<file path="src/rtl/idAdjPkg.sv">
package idAdjPkg;
  // Strobes from control to datapath, one set per I/D clock cycle.
  typedef struct packed {
    logic              holdPhase;  // keep the phase bit across this edge
    logic signed [2:0] netDelta;   // change of the pending count, -2..+2
  } idStrobeT;
endpackage

</file>
<file path="src/rtl/idReqSync.sv">
module idReqSync #(
  parameter int SYNC_STAGES = 2
) (
  input  logic clk,
  input  logic rstN,
  input  logic reqAsync,
  output logic reqEdge
);
  localparam int LAST = SYNC_STAGES - 1;

  logic [LAST:0] syncQ;
  logic          lastQ;

  always_ff @(posedge clk or negedge rstN) begin
    if (!rstN) begin
      syncQ <= '0;
      lastQ <= 1'b0;
    end else begin
      syncQ <= {syncQ[LAST-1:0], reqAsync};
      lastQ <= syncQ[LAST];
    end
  end

  assign reqEdge = syncQ[LAST] & ~lastQ;
endmodule

</file>
<file path="src/rtl/idPulseControl.sv">
module idPulseControl
  import idAdjPkg::*;
(
  input  logic     carryEdge,
  input  logic     borrowEdge,
  input  logic     netPos,
  input  logic     netNeg,
  input  logic     tState,
  output idStrobeT strobe
);
  logic serviceUp;
  logic serviceDn;

  // An addition can only be served while the phase bit is high,
  // a deletion only while it is low.
  assign serviceUp = netPos & tState;
  assign serviceDn = netNeg & ~tState;

  always_comb begin
    strobe.holdPhase = serviceUp | serviceDn;
    strobe.netDelta  = 3'(carryEdge) + 3'(serviceDn)
                     - 3'(borrowEdge) - 3'(serviceUp);
  end
endmodule

</file>
<file path="src/rtl/idPulseDatapath.sv">
module idPulseDatapath
  import idAdjPkg::*;
#(
  parameter int SYNC_STAGES = 2,
  parameter int NET_W       = 4
) (
  input  logic     clk,
  input  logic     rstN,
  input  logic     carryReq,
  input  logic     borrowReq,
  input  idStrobeT strobe,
  output logic     carryEdge,
  output logic     borrowEdge,
  output logic     netPos,
  output logic     netNeg,
  output logic     tState,
  output logic     idOut
);
  localparam int WIDE_W = NET_W + 2;
  localparam logic signed [WIDE_W-1:0] WIDE_MAX = WIDE_W'((2 ** (NET_W - 1)) - 1);
  localparam logic signed [WIDE_W-1:0] WIDE_MIN = -WIDE_MAX - WIDE_W'(1);

  logic [1:0] reqIn;
  logic [1:0] reqEdges;

  assign reqIn = {borrowReq, carryReq};

  generate
    for (genvar ch = 0; ch < 2; ch++) begin : g_reqSync
      idReqSync #(.SYNC_STAGES(SYNC_STAGES)) u_sync (
        .clk     (clk),
        .rstN    (rstN),
        .reqAsync(reqIn[ch]),
        .reqEdge (reqEdges[ch])
      );
    end
  endgenerate

  assign carryEdge  = reqEdges[0];
  assign borrowEdge = reqEdges[1];

  logic signed [NET_W-1:0]  netQ;
  logic signed [WIDE_W-1:0] netWide;
  logic signed [WIDE_W-1:0] netNext;

  always_comb begin
    netWide = {{2{netQ[NET_W-1]}}, netQ}
            + {{(WIDE_W-3){strobe.netDelta[2]}}, strobe.netDelta};
    if (netWide > WIDE_MAX)      netNext = WIDE_MAX;
    else if (netWide < WIDE_MIN) netNext = WIDE_MIN;
    else                         netNext = netWide;
  end

  always_ff @(posedge clk or negedge rstN) begin
    if (!rstN) begin
      netQ   <= '0;
      tState <= 1'b0;
    end else begin
      netQ <= netNext[NET_W-1:0];
      if (!strobe.holdPhase) tState <= ~tState;
    end
  end

  assign netNeg = netQ[NET_W-1];
  assign netPos = ~netQ[NET_W-1] & (|netQ);

  // A pulse occupies the low half of the I/D clock cycle selected by tState.
  assign idOut = tState & ~clk;
endmodule

</file>
<file path="src/rtl/idPulseAdjuster.sv">
module idPulseAdjuster
  import idAdjPkg::*;
#(
  parameter int SYNC_STAGES = 2,
  parameter int NET_W       = 4
) (
  input  logic clk,
  input  logic rstN,
  input  logic carryReq,
  input  logic borrowReq,
  output logic idOut
);
  idStrobeT strobe;
  logic     carryEdge;
  logic     borrowEdge;
  logic     netPos;
  logic     netNeg;
  logic     tState;

  idPulseDatapath #(.SYNC_STAGES(SYNC_STAGES), .NET_W(NET_W)) u_dp (
    .clk       (clk),
    .rstN      (rstN),
    .carryReq  (carryReq),
    .borrowReq (borrowReq),
    .strobe    (strobe),
    .carryEdge (carryEdge),
    .borrowEdge(borrowEdge),
    .netPos    (netPos),
    .netNeg    (netNeg),
    .tState    (tState),
    .idOut     (idOut)
  );

  idPulseControl u_ctl (
    .carryEdge (carryEdge),
    .borrowEdge(borrowEdge),
    .netPos    (netPos),
    .netNeg    (netNeg),
    .tState    (tState),
    .strobe    (strobe)
  );
endmodule

</file>
<file path="config.mk">
export PLATFORM = sky130hd
export DESIGN_NAME = idPulseAdjuster
export DESIGN_NICKNAME = d
export VERILOG_FILES = /design/src/rtl/idAdjPkg.sv /design/src/rtl/idReqSync.sv /design/src/rtl/idPulseControl.sv /design/src/rtl/idPulseDatapath.sv /design/src/rtl/idPulseAdjuster.sv
export SDC_FILE = /design/constraint.sdc
export NUM_CORES = 1
export LEC_CHECK = 0
export ABC_AREA = 1
export BUFFER_PORTS_ARGS = -buffer_cell sky130_fd_sc_hd__buf_2
export CAP_MARGIN = 20
export CORE_MARGIN = 4
export CORE_UTILIZATION = 45
export DETAILED_ROUTE_END_ITERATION = 6
export GPL_ROUTABILITY_DRIVEN = 0
export PLACE_DENSITY_LB_ADDON = 0.3
export SKIP_LAST_GASP = 1
export SLEW_MARGIN = 20
export SYNTH_ARGS = -nofsm -noshare
export SYNTH_HDL_FRONTEND = slang
export SYNTH_SLANG_ARGS = --single-unit
</file>
<file path="constraint.sdc">
create_clock -name clk -period 2.3 [get_ports clk]
set_input_delay 0.46 -clock clk [delete_from_list [all_inputs] [get_ports clk]]
set_output_delay 0.46 -clock clk [all_outputs]
set_load 0.005 [all_outputs]
</file>
==> key figures <==
Global route
  – Vias in the first global route: slightly above 500
  – GRT Total Usage: 16.43%
  – First-pass GRT wire length: 2.007 mm
  – Largest net degree at the start of global routing: 12
  – Initial antenna violation count: 0
  – GRT overflow: 0

STA
  – Setup slack after layout: -0.1854 ns
  – Worst-margin pin slew: between 0.2 and 0.3 ns
  – Fmax: 0.4023 GHz
  – Relative slew slack: between 80 and 90%
  – Worst-case clock skew: 0.008719 ns
  – RSZ-0062 raised after global routing: true
  – WHS: around 0.18 ns
  – Final hold violation count: 0
  – Crit path time final: 2.485 ns
  – Final setup fails: 4
  – Tcrit/Tclk final: 108.1%
  – Fin. max-slew vios: 0

Hold path
  – Min-delay worst type: in2reg

Floorplan
  – Die area: 2024 um2
  – Chip height: 44.99 um
  – Starting Density: between 40 and 50%
  – Chip width: approximately 45 um
  – Core area: 1301 um2
  – Top Ports: 5
  – Rows: 13

Logic synthesis
  – Synthesized net count: 79
  – Yosys top cell area share: around 45%
  – Yosys warning count: 0
  – Top cells by area, synth: dfrtp_1 45%, ha_1 10%, nand2_1 8.5%
  – Count leader, synth: nand2_1
  – Area leader, netlist: dfrtp_1
  – Synth Flop Type: dfrtp_1
  – Yosys cell types: 16
  – Post-synth ARST share: 100.0%
  – Cells after synthesis: 68
  – Mapped Area: 615.6 um2
  – Syn Area/Cell: 9.053 um2
  – Seq/Total Area, Yosys: 44.72%
  – Post-synth EDFFs: 0
  – Commonest cells post-synth: 14 x nand2_1, 13 x inv_1, 11 x dfrtp_1, 5 x ha_1, 5 x nor2_1
  – Seq cells post-synth: 11

Drt
  – Mean number of vias per cell: 4.738
  – Via count: 507
  – Drt initial violations: 7
  – Final ANT Viol Nets: 0
  – Detailed-route wire length per cell: ~12 um
  – Drt first pass iters: 4
  – DRC viols: 0
  – Final WL: 1.294 mm

Cells and area
  – Area of the multi-input gates: 334.1 um2
  – Fillers: 107
  – FF/Latch Area: ~280 um2
  – Area Growth Syn to Fin: 39.43%
  – Util after Layout: between 60 and 70%
  – Antenna Cells: 0
  – Nets@finish: roughly 100
  – Ratio of cells with drive above 1 in the final layout: 47.83%

Critical path
  – R2R Path Start: u_dp.netQ[3]
  – Crit Path Category: reg2reg
  – Sum of buffers and inverters on the critical path: 5
  – Crit start category: flop
  – Worst setup startpoint: u_dp.netQ[3]
  – Critical path's largest stage delay: 0.52 ns
  – Cell-by-cell trace of the critical path: inv_1, nor2_1, ha_1, inv_2, fa_2, inv_2, ha_4, fa_2, buf_4, buf_4, xnor2_2, nand2_1, nand2_1
  – CP top delay family: adder cells
  – CP Data Arrival Time: 2.76 ns
  – Data required, critical path: 2.57 ns
  – Levels on crit path: 13
  – Path depth of the worst reg2reg path: 13
  – Worst setup path end: u_dp.netQ[2]
  – R2R setup slack: -0.19 ns
  – R2R Path End: u_dp.netQ[2]
  – Setup crit end kind: flop
  – Slowest-stage cell, CP: fa_2
  – Crit path max fanout: 2

Flow run
  – Max-cap violations: 0

Run status
  – Status: complete, but fails checks
  – Failing checks: setup timing

Placement
  – Port buffer count: 4
  – Post-DP HPWL: 880.2 um

Clock tree
  – CTS tree: done
  – Reg clk slew, reported paths: 0.08 ns
  – Clock Latency Late Sink: around 0.38 ns
==> state kept, by name, indices dropped and copies added, names as in the netlist <==
signal                       flops
u_dp.g_reqSync.u_sync.lastQ      2
u_dp.tState                      1
u_dp.g_reqSync.u_sync.syncQ      4
u_dp.netQ                        4
==> metrics by stage <==
step	cells	setup TNS, ns	instance area, um2	setup slack (ns)
finish	107	-0.6342	858.3	-0.1854
global route	107	-0.9890	858.3	-0.2757
CTS	105	-0.5906	817.0	-0.1852
detailed placement	94	-0.5978	719.4	-0.1967
global placement	94	-0.5046	719.4	-0.1702
floorplan	68	-0.2717	628.1	-0.09114
==> cell families after synthesis <==
group           Yosys count  share of synthesized area [%]
fa+ha+maj                 7                          16.67
buf+inv                  15                          9.147
xor+xnor                  1                          1.423
simple gates             32                          26.42
compound gates            2                          1.624
flops                    11                          44.71
==> layout by cell type (no fill, tap or decap) <==
master	count
buf_4	11
ha_4	1
o21ai_0	1
nor2_2	1
nand3_1	1
dfrtp_1	11
xnor2_2	1
a21oi_1	1
nand2_1	13
fa_2	2
nor3_2	1
inv_1	10
nand2_2	4
inv_2	5
clkinv_2	1
nor2_4	1
nor3_1	1
nand3_2	4
ha_1	4
buf_2	4
nand3_4	1
dlygate4sd3_1	1
nor2_1	5
clkbuf_4	6
buf_6	1
==> routing by layer <==
layer	GRT usage, %	routed length [um]	vias up
li1	-	-	252
met1	13.96	504	239
met2	24.58	712	12
met3	13.55	59	4
met4	12.87	18	0
met5	0	0	-
==> worst min path at each step <==
| stage | cells after the start | start | to | slack (ns) |
|---|---|---|---|---|
| after floorplan | 0 | rstN | u_dp.g_reqSync[0].u_sync.lastQ | 0.16 |
| after global placement | 1 | rstN | u_dp.g_reqSync[1].u_sync.syncQ[0] | 0.33 |
| after detailed placement | 1 | rstN | u_dp.g_reqSync[0].u_sync.syncQ[0] | 0.34 |
| after CTS | 1 | borrowReq | u_dp.g_reqSync[1].u_sync.syncQ[0] | 0.17 |
| after global routing | 1 | carryReq | u_dp.g_reqSync[0].u_sync.syncQ[0] | 0.14 |
| final | 1 | carryReq | u_dp.g_reqSync[0].u_sync.syncQ[0] | 0.18 |
==> cell type report <==
cell class                      instances  share of cell area, %
Multi-Input combinational cell         42                  38.92
Sequential cell                        11                  32.07
Timing Repair Buffer                   16                  13.85
Inverter                               15                  6.560
Clock buffer                            7                  5.831
Tap cell                               15                  2.187
Clock inverter                          1                 0.5831
==> repair_timing <==
action	4_1_cts	5_1_grt
pin swaps	3	3
buffers inserted	3	3
endpoints found under the setup margin	4	4
endpoints found under the hold margin	11	0
resized for setup	3	7
hold buffers	1	0
Power is left out: the tool's default activity adds up to more than one toggle a clock period on the data nets, which glitch-free logic cannot reach.
